<file path="config.mk">
export PLATFORM = sky130hd
export DESIGN_NAME = clkdiv_cascade
export DESIGN_NICKNAME = d
export VERILOG_FILES = /design/src/rtl/clkdiv_pkg.sv /design/src/rtl/clkdiv_ratio.sv /design/src/rtl/clkdiv_stage.sv /design/src/rtl/clkdiv_cascade.sv
export SDC_FILE = /design/constraint.sdc
export NUM_CORES = 1
export LEC_CHECK = 0
export ABC_AREA = 1
export BUFFER_PORTS_ARGS = -buffer_cell sky130_fd_sc_hd__buf_4
export CAP_MARGIN = 25
export CORE_UTILIZATION = 59
export CTS_CLUSTER_SIZE = 30
export DETAILED_ROUTE_END_ITERATION = 12
export PLACE_DENSITY = 0.76
export SLEW_MARGIN = 20
export SYNTH_ARGS = -nofsm -noshare
export SYNTH_HDL_FRONTEND = slang
export SYNTH_SLANG_ARGS = --single-unit
export TNS_END_PERCENT = 50
</file>
<file path="constraint.sdc">
create_clock -name clk_i -period 5.2 [get_ports clk_i]
set_clock_uncertainty 0.05 [all_clocks]
set_input_delay 0.78 -clock clk_i [delete_from_list [all_inputs] [get_ports clk_i]]
set_output_delay 0.78 -clock clk_i [all_outputs]
set_load 0.005 [all_outputs]
</file>
<file path="src/rtl/clkdiv_pkg.sv">
package clkdiv_pkg;
  localparam int PCT_FULL = 100;
  localparam int DUTY_MIN = 1;
  localparam int DUTY_MAX = 99;
  localparam int DUTY_RST = 50;

  // rounded high time, kept inside 1..d-1
  function automatic int high_time(int d, int p);
    int h;
    if (d <= 1) return 1;
    h = (d * p + PCT_FULL / 2) / PCT_FULL;
    if (h < 1) h = 1;
    if (h > d - 1) h = d - 1;
    return h;
  endfunction
endpackage

</file>
<file path="src/rtl/clkdiv_ratio.sv">
module clkdiv_ratio
  import clkdiv_pkg::*;
#(
  parameter int MAX_DIV = 512,
  parameter int DIV_W   = 10,
  parameter int DUTY_W  = 7
) (
  input  logic [DIV_W-1:0]  div_raw_i,
  input  logic [DUTY_W-1:0] duty_raw_i,
  output logic [DIV_W-1:0]  div_o,
  output logic [DIV_W-1:0]  hi_o
);
  int d, p, h;

  always_comb begin
    d = int'(div_raw_i);
    p = int'(duty_raw_i);
    if (d < 1) d = 1;
    if (d > MAX_DIV) d = MAX_DIV;
    if (p < DUTY_MIN) p = DUTY_MIN;
    if (p > DUTY_MAX) p = DUTY_MAX;
    h = high_time(d, p);
    div_o = DIV_W'(d);
    hi_o  = DIV_W'(h);
  end
endmodule

</file>
<file path="src/rtl/clkdiv_stage.sv">
module clkdiv_stage
  import clkdiv_pkg::*;
#(
  parameter int MAX_DIV = 512,
  parameter int DIV_W   = 10,
  parameter int DUTY_W  = 7,
  parameter int DEF_DIV = 4
) (
  input  logic              clk_i,
  input  logic              rst_ni,
  input  logic              adv_i,
  input  logic [DIV_W-1:0]  div_i,
  input  logic [DUTY_W-1:0] duty_i,
  output logic              clk_o,
  output logic              tick_o
);
  localparam int DEF_HI = high_time(DEF_DIV, DUTY_RST);

  logic [DIV_W-1:0] div_n, hi_n;
  logic [DIV_W-1:0] div_q, hi_q, cnt_q;
  logic             last;

  clkdiv_ratio #(
    .MAX_DIV(MAX_DIV), .DIV_W(DIV_W), .DUTY_W(DUTY_W)
  ) u_ratio (
    .div_raw_i (div_i),
    .duty_raw_i(duty_i),
    .div_o     (div_n),
    .hi_o      (hi_n)
  );

  assign last   = (cnt_q == div_q - DIV_W'(1));
  assign tick_o = adv_i & last;
  assign clk_o  = (div_q == DIV_W'(1)) ? adv_i : (cnt_q < hi_q);

  // settings are captured only on wrap
  always_ff @(posedge clk_i or negedge rst_ni) begin
    if (!rst_ni) begin
      cnt_q <= '0;
      div_q <= DIV_W'(DEF_DIV);
      hi_q  <= DIV_W'(DEF_HI);
    end else if (tick_o) begin
      cnt_q <= '0;
      div_q <= div_n;
      hi_q  <= hi_n;
    end else if (adv_i) begin
      cnt_q <= cnt_q + DIV_W'(1);
    end
  end
endmodule

</file>
<file path="src/rtl/clkdiv_cascade.sv">
module clkdiv_cascade
  import clkdiv_pkg::*;
#(
  parameter int N_STAGE = 4,
  parameter int MAX_DIV = 512,
  parameter int DUTY_W  = 7,
  parameter int DEF_DIV = 4,
  localparam int DIV_W  = $clog2(MAX_DIV + 1)
) (
  input  logic                             clk_i,
  input  logic                             rst_ni,
  input  logic                             en_i,
  input  logic [N_STAGE-1:0][DIV_W-1:0]    div_i,
  input  logic [N_STAGE-1:0][DUTY_W-1:0]   duty_i,
  input  logic [N_STAGE-1:0]               casc_i,
  output logic [N_STAGE-1:0]               clk_o,
  output logic [N_STAGE-1:0]               tick_o
);
  logic tick_s [N_STAGE];
  logic pred_s [N_STAGE];
  logic adv_s  [N_STAGE];

  for (genvar k = 0; k < N_STAGE; k++) begin : g_stage
    if (k == 0) begin : g_head
      assign pred_s[k] = en_i;
    end else begin : g_link
      assign pred_s[k] = tick_s[k-1];
    end

    assign adv_s[k] = en_i & (~casc_i[k] | pred_s[k]);

    clkdiv_stage #(
      .MAX_DIV(MAX_DIV), .DIV_W(DIV_W), .DUTY_W(DUTY_W), .DEF_DIV(DEF_DIV)
    ) u_stage (
      .clk_i (clk_i),
      .rst_ni(rst_ni),
      .adv_i (adv_s[k]),
      .div_i (div_i[k]),
      .duty_i(duty_i[k]),
      .clk_o (clk_o[k]),
      .tick_o(tick_s[k])
    );

    assign tick_o[k] = tick_s[k];
  end
endmodule

</file>
==> results of run 1 <==
per-stage QoR:
stage	worst slack [ns]	utilization
after floorplan	-9.05	-
after global placement	-10.48	0.804
after detailed placement	-10.87	0.804
after CTS	-9.23	0.904
logic make-up after synthesis:
| family | count (synthesis) | share of synthesized area |
|---|---|---|
| compound gates | 567 | 0.0857 |
| xor+xnor | 245 | 0.0563 |
| fa+ha+maj | 476 | 0.179 |
| buf+inv | 1319 | 0.133 |
| flops | 120 | 0.0744 |
| other cells | 1 | 0.0000926 |
| simple gates | 4035 | 0.471 |
layer usage:
layer  GRT usage  GRT overflow
met1       0.942           226
met2        1.63          8909
met3       0.859           239
met4        1.20          1491
met5       0.737            15
repair_timing:
item | in CTS
gates cloned | 35
pin swaps | 432
hold buffers | 0
resized for setup | 897
setup endpoints to repair | 42
buffers inserted | 305
==> report_table.html, run 1 <==
<table>
<tr><th>Metric</th><th>Value</th></tr>
<tr><th colspan="2">Placed design</th></tr>
<tr><td>Estimated wirelength of the detail-placed design</td><td>109000 microns</td></tr>
<tr><td>Number of cells after detailed placement</td><td>9205</td></tr>
<tr><td>DP Area</td><td>0.0543 sq mm</td></tr>
<tr><td>Count of input and output buffers</td><td>81</td></tr>
<tr><td>Weighted congestion reported at the end of routability-driven placement</td><td>0.963</td></tr>
<tr><th colspan="2">Clocking</th></tr>
<tr><td>Clock root buffer</td><td>clkbuf_16</td></tr>
<tr><td>Clock buffer count from CTS</td><td>17</td></tr>
<tr><td>Number of levels in the clock H-tree</td><td>4</td></tr>
<tr><td>Number of buffers on the longest clock path</td><td>2</td></tr>
<tr><td>Clock sink count</td><td>120</td></tr>
<tr><th colspan="2">Timing</th></tr>
<tr><td>Worst endpoint type</td><td>sequential cell input</td></tr>
<tr><td>End pin of the worst setup path after global-route repair</td><td>g_stage[0].u_stage.hi_q[7]$_DFFE_PN0P_/D</td></tr>
<tr><th colspan="2">Logic synthesis</th></tr>
<tr><td>Synth Cell Area</td><td>0.0405 sq mm</td></tr>
<tr><td>Yosys cell types</td><td>84</td></tr>
<tr><td>Ys async rst share</td><td>1.00</td></tr>
<tr><td>Ranking of synthesized cells by instance count</td><td>1885 x nand2_1, 1127 x inv_1, 756 x nor2_1</td></tr>
<tr><td>Primary FF master, synth</td><td>dfrtp_1</td></tr>
<tr><td>Most frequent cell after synthesis</td><td>nand2_1</td></tr>
<tr><td>Gate Count Post-Synth</td><td>6763</td></tr>
<tr><td>Leading post-synthesis cells by cell area</td><td>nand2_1 17%, inv_1 10%, ha_1 9.4%</td></tr>
<tr><td>Area share of the largest cell type after synthesis</td><td>0.175</td></tr>
<tr><td>Dominant cell type by area after synthesis</td><td>nand2_1</td></tr>
<tr><td>Flops &amp; latches, synth</td><td>120</td></tr>
<tr><td>Number of flops mapped to enable cells by yosys</td><td>0</td></tr>
<tr><td>Syn_area_per_cell</td><td>5.99 sq um</td></tr>
<tr><td>Synth warnings</td><td>0</td></tr>
<tr><td>Proportion of synthesized chip area in sequential cells</td><td>0.0744</td></tr>
<tr><th colspan="2">Outcome</th></tr>
<tr><td>Run status</td><td>aborted with a tool error</td></tr>
<tr><td>Run-stopping error</td><td>[ERROR GRT-0232] Routing congestion too high. Check the congestion heatmap in the GUI.</td></tr>
<tr><td>Stage at which the run stopped</td><td>global routing (5_1_grt)</td></tr>
<tr><th colspan="2">Global routing</th></tr>
<tr><td>Global router's overall resource usage</td><td>1.15</td></tr>
<tr><td>Pin count of the biggest net entering global routing</td><td>77</td></tr>
<tr><td>Total overflow reported by the global router</td><td>10900</td></tr>
<tr><th colspan="2">Floorplan</th></tr>
<tr><td>Placement row count</td><td>95</td></tr>
<tr><td>Io pins</td><td>83</td></tr>
<tr><td>Die Wd</td><td>264 microns</td></tr>
<tr><td>Die outline height</td><td>264 microns</td></tr>
<tr><td>Starting density of the core</td><td>0.600</td></tr>
</table>
==> inputs of run 2 (changes only) <==
Settings changed: CORE_UTILIZATION 59 to 40, CTS_CLUSTER_SIZE 30 to default, PLACE_DENSITY 0.76 to default, PLACE_DENSITY_LB_ADDON from default to 0.15.
==> run 2 against run 1 <==
  * The flow now finishes, with violations (setup timing)
  * Area after synthesis is the same
  * Synthesized cell count stayed put
==> report_table.html, run 2 <==
<table>
<tr><th>Metric</th><th>Value</th></tr>
<tr><th colspan="2">Timing</th></tr>
<tr><td>Min cycle time layout</td><td>14.76 ns</td></tr>
<tr><td>Setup Total Neg Slack</td><td>-373.26 ns</td></tr>
<tr><td>Final count of pins violating max slew</td><td>0</td></tr>
<tr><td>Unrepaired setup endpoints after global routing</td><td>true</td></tr>
<tr><td>Slew at the pin with the worst max-slew slack</td><td>1.02 ns</td></tr>
<tr><td>Worst setup margin</td><td>-9.56 ns</td></tr>
<tr><td>Hold violation total from the final report</td><td>0</td></tr>
<tr><td>Max Freq</td><td>67.8 MHz</td></tr>
<tr><td>Max_slew headroom</td><td>0.317</td></tr>
<tr><td>Period utilisation layout</td><td>2.84</td></tr>
<tr><td>Setup Viol. Count Final</td><td>40</td></tr>
<tr><th colspan="2">Logic synthesis</th></tr>
<tr><td>Flops &amp; latches, synth</td><td>120</td></tr>
<tr><td>Proportion of synthesized chip area in sequential cells</td><td>0.0744</td></tr>
<tr><td>Number of flops mapped to enable cells by yosys</td><td>0</td></tr>
<tr><td>Area share of the largest cell type after synthesis</td><td>0.175</td></tr>
<tr><td>Ranking of synthesized cells by instance count</td><td>1885 x nand2_1, 1127 x inv_1, 756 x nor2_1</td></tr>
<tr><td>Synth warnings</td><td>0</td></tr>
<tr><td>Syn_area_per_cell</td><td>5.99 sq um</td></tr>
<tr><td>Primary FF master, synth</td><td>dfrtp_1</td></tr>
<tr><td>Most frequent cell after synthesis</td><td>nand2_1</td></tr>
<tr><td>Gate Count Post-Synth</td><td>6763</td></tr>
<tr><td>Ys async rst share</td><td>1.00</td></tr>
<tr><td>Yosys cell types</td><td>84</td></tr>
<tr><td>Dominant cell type by area after synthesis</td><td>nand2_1</td></tr>
<tr><td>Synth Cell Area</td><td>0.0405 sq mm</td></tr>
<tr><td>Leading post-synthesis cells by cell area</td><td>nand2_1 17%, inv_1 10%, ha_1 9.4%</td></tr>
<tr><th colspan="2">Final layout</th></tr>
<tr><td>Most frequent cells in the layout</td><td>1853 x buf_4, 1412 x nand2_1, 1003 x inv_1</td></tr>
<tr><td>Registers with the highest flip-flop counts</td><td>g_stage.u_stage.cnt_q: 40 flops, g_stage.u_stage.div_q: 40 flops, g_stage.u_stage.hi_q: 40 flops</td></tr>
<tr><td>Fraction of final layout cells sized beyond drive strength 1</td><td>0.453</td></tr>
<tr><td>Final-stage net count</td><td>9346</td></tr>
<tr><td>Layout area overhead</td><td>62.3%</td></tr>
<tr><td>Filler Cell Count</td><td>8742</td></tr>
<tr><td>Leading cell type in the layout, fill and taps excluded</td><td>buf_4</td></tr>
<tr><th colspan="2">Global routing</th></tr>
<tr><td>Number of global-route vias before repair</td><td>48100</td></tr>
<tr><td>First-pass GRT wire length</td><td>222000 microns</td></tr>
<tr><td>Total overflow reported by the global router</td><td>0</td></tr>
<tr><td>Initial antenna violation count</td><td>1</td></tr>
<tr><td>Global router's overall resource usage</td><td>0.253</td></tr>
<tr><td>Pin count of the biggest net entering global routing</td><td>74</td></tr>
<tr><th colspan="2">Floorplan</th></tr>
<tr><td>Io pins</td><td>83</td></tr>
<tr><td>Area of the die</td><td>0.103 sq mm</td></tr>
<tr><td>Die outline height</td><td>320 microns</td></tr>
<tr><td>Starting density of the core</td><td>0.404</td></tr>
<tr><td>Placement row count</td><td>116</td></tr>
<tr><td>Die Wd</td><td>320 microns</td></tr>
<tr><td>Core area</td><td>0.100 sq mm</td></tr>
<tr><th colspan="2">Clocking</th></tr>
<tr><td>Clock root buffer</td><td>clkbuf_16</td></tr>
<tr><td>Clock Pin Slew Worst Setup and Hold Paths</td><td>0.07 ns</td></tr>
<tr><td>Clock latency of the later-clocked register in the worst-skew pair</td><td>0.44 ns</td></tr>
<tr><td>Clock sink count</td><td>120</td></tr>
<tr><td>Number of levels in the clock H-tree</td><td>4</td></tr>
<tr><td>Clock tree from TritonCTS</td><td>yes</td></tr>
<tr><td>Clock buffer count from CTS</td><td>17</td></tr>
<tr><td>Number of buffers on the longest clock path</td><td>2</td></tr>
<tr><th colspan="2">Setup path</th></tr>
<tr><td>Critical register-to-register path endpoint</td><td>g_stage[3].u_stage.hi_q[2]</td></tr>
<tr><td>Cell with the largest stage delay on the worst path</td><td>fa_1</td></tr>
<tr><td>Largest driver fanout on the critical path</td><td>8</td></tr>
<tr><td>Category of the critical setup timing path</td><td>primary input to register</td></tr>
<tr><td>Data required time at the worst endpoint</td><td>5.50 ns</td></tr>
<tr><td>Capturing element type of the critical path</td><td>register</td></tr>
<tr><td>Destination of the critical timing path</td><td>g_stage[3].u_stage.hi_q[8]</td></tr>
<tr><td>Worst reg2reg setup slack</td><td>0.94 ns</td></tr>
<tr><td>Arrival time worst endpoint</td><td>15.05 ns</td></tr>
<tr><td>Crit Reg-Reg Startpoint</td><td>g_stage[0].u_stage.div_q[0]</td></tr>
<tr><td>Most used cell along the critical path</td><td>nand2_2</td></tr>
<tr><td>Worst r2r path cells</td><td>22</td></tr>
<tr><td>Start point of the critical path</td><td>div_i[33]</td></tr>
<tr><td>Worst path max stage delay</td><td>0.52 ns</td></tr>
<tr><td>Worst Setup Start Kind</td><td>primary input</td></tr>
<tr><th colspan="2">Min path</th></tr>
<tr><td>Worst Hold Class</td><td>primary input to async pin</td></tr>
<tr><th colspan="2">Routing</th></tr>
<tr><td>Detailed-route via count</td><td>49900</td></tr>
<tr><td>DRT met1 WL</td><td>61500 microns</td></tr>
<tr><td>Overall routed net length</td><td>139000 microns</td></tr>
<tr><td>Number of vias per cell</td><td>4.93</td></tr>
<tr><td>Iteration-0 DRC count of the detailed router</td><td>2435</td></tr>
<tr><td>Wire length on met2</td><td>70200 microns</td></tr>
<tr><td>Met3 wire length</td><td>4010 microns</td></tr>
<tr><td>Wire length per cell</td><td>13.7 microns</td></tr>
<tr><td>Top Layer Used</td><td>met4</td></tr>
<tr><td>Number of iterations in the first detailed-routing pass</td><td>6</td></tr>
<tr><td>Drt drc</td><td>0</td></tr>
<tr><td>DRT antenna net count</td><td>0</td></tr>
<tr><th colspan="2">Placed design</th></tr>
<tr><td>Count of input and output buffers</td><td>81</td></tr>
<tr><td>Estimated wirelength of the detail-placed design</td><td>107000 microns</td></tr>
<tr><td>Setup slack after placement</td><td>-10.63 ns</td></tr>
<tr><td>Weighted congestion reported at the end of routability-driven placement</td><td>0.923</td></tr>
<tr><th colspan="2">Outcome</th></tr>
<tr><td>Run status</td><td>finished with violations</td></tr>
<tr><td>Failing checks</td><td>setup timing</td></tr>
<tr><th colspan="2">Run</th></tr>
<tr><td>Maximum capacitance violations</td><td>0</td></tr>
</table>
==> run 2: cell counts after synthesis <==
No cell type changed its count.
==> run 2: cell type report <==
| cell class | count | area, sq um | share of cell area |
|---|---|---|---|
| antenna | 1 | 2.50 | 0.0000381 |
| clock buffer | 17 | 425 | 0.00647 |
| clock inverter | 15 | 156 | 0.00238 |
| inverter | 1231 | 4730 | 0.0720 |
| multi-input combinational | 5355 | 39100 | 0.596 |
| sequential | 120 | 3010 | 0.0458 |
| tap | 1298 | 1620 | 0.0247 |
| timing repair buffer | 2070 | 16600 | 0.253 |
==> run 2: kinds of logic after synthesis <==
| family | Yosys count | synth area share |
|---|---|---|
| fa+ha+maj | 476 | 0.179 |
| compound gates | 567 | 0.0857 |
| buf+inv | 1319 | 0.133 |
| xor+xnor | 245 | 0.0563 |
| simple gates | 4035 | 0.471 |
| other cells | 1 | 0.0000926 |
| flops | 120 | 0.0744 |
==> run 2: worst max-delay path: cells and delay by family <==
kind                     cells  cell delay, ns
adder cells (fa/ha/maj)      6            2.33
buffers and inverters       27            3.05
AND/OR/NAND/NOR             61            6.39
AO/OA/AOI/OAI               15            2.44
==> run 2: through the flow <==
stage / utilization / instances / instance area, sq um / hold slack [ns]
2_1_floorplan: - / 6766 / 41500 / 0.415
3_3_place_gp: 0.553 / 9703 / 55400 / 0.437
3_5_place_dp: 0.553 / 9704 / 55400 / 0.448
4_1_cts: 0.601 / 9933 / 60200 / 0.396
5_1_grt: 0.656 / 10100 / 65700 / 0.391
6_report: 0.656 / 10100 / 65700 / 0.350
==> run 2: routing by layer <==
layer	global-route usage	up-vias
met5	0	-
met4	0.0503	0
met3	0.0178	200
met2	0.459	802
met1	0.327	23300
li1	-	25600
==> run 2: worst min-delay path by stage <==
stage                                     startpoint                     endpoint  cells past startpoint
after floorplan           g_stage[2].u_stage.hi_q[1]   g_stage[2].u_stage.hi_q[1]                      2
after global placement    g_stage[2].u_stage.hi_q[1]   g_stage[2].u_stage.hi_q[1]                      2
after detailed placement  g_stage[2].u_stage.hi_q[1]   g_stage[2].u_stage.hi_q[1]                      2
after CTS                                     rst_ni  g_stage[2].u_stage.div_q[1]                      2
after global routing                          rst_ni   g_stage[2].u_stage.hi_q[6]                      2
final                                         rst_ni   g_stage[2].u_stage.hi_q[6]                      2
==> run 2: what timing repair did <==
item,in CTS,in global routing
pin swaps,338,530
cloned,21,15
gates resized for setup,674,1081
endpoints found under the setup margin,40,42
setup buffers,178,157
hold buffers,0,0
endpoints found under the hold margin,0,0
Power of run 2 is not shown: default switching activity piles up to over one toggle a cycle in this logic, so the estimate is an artifact.
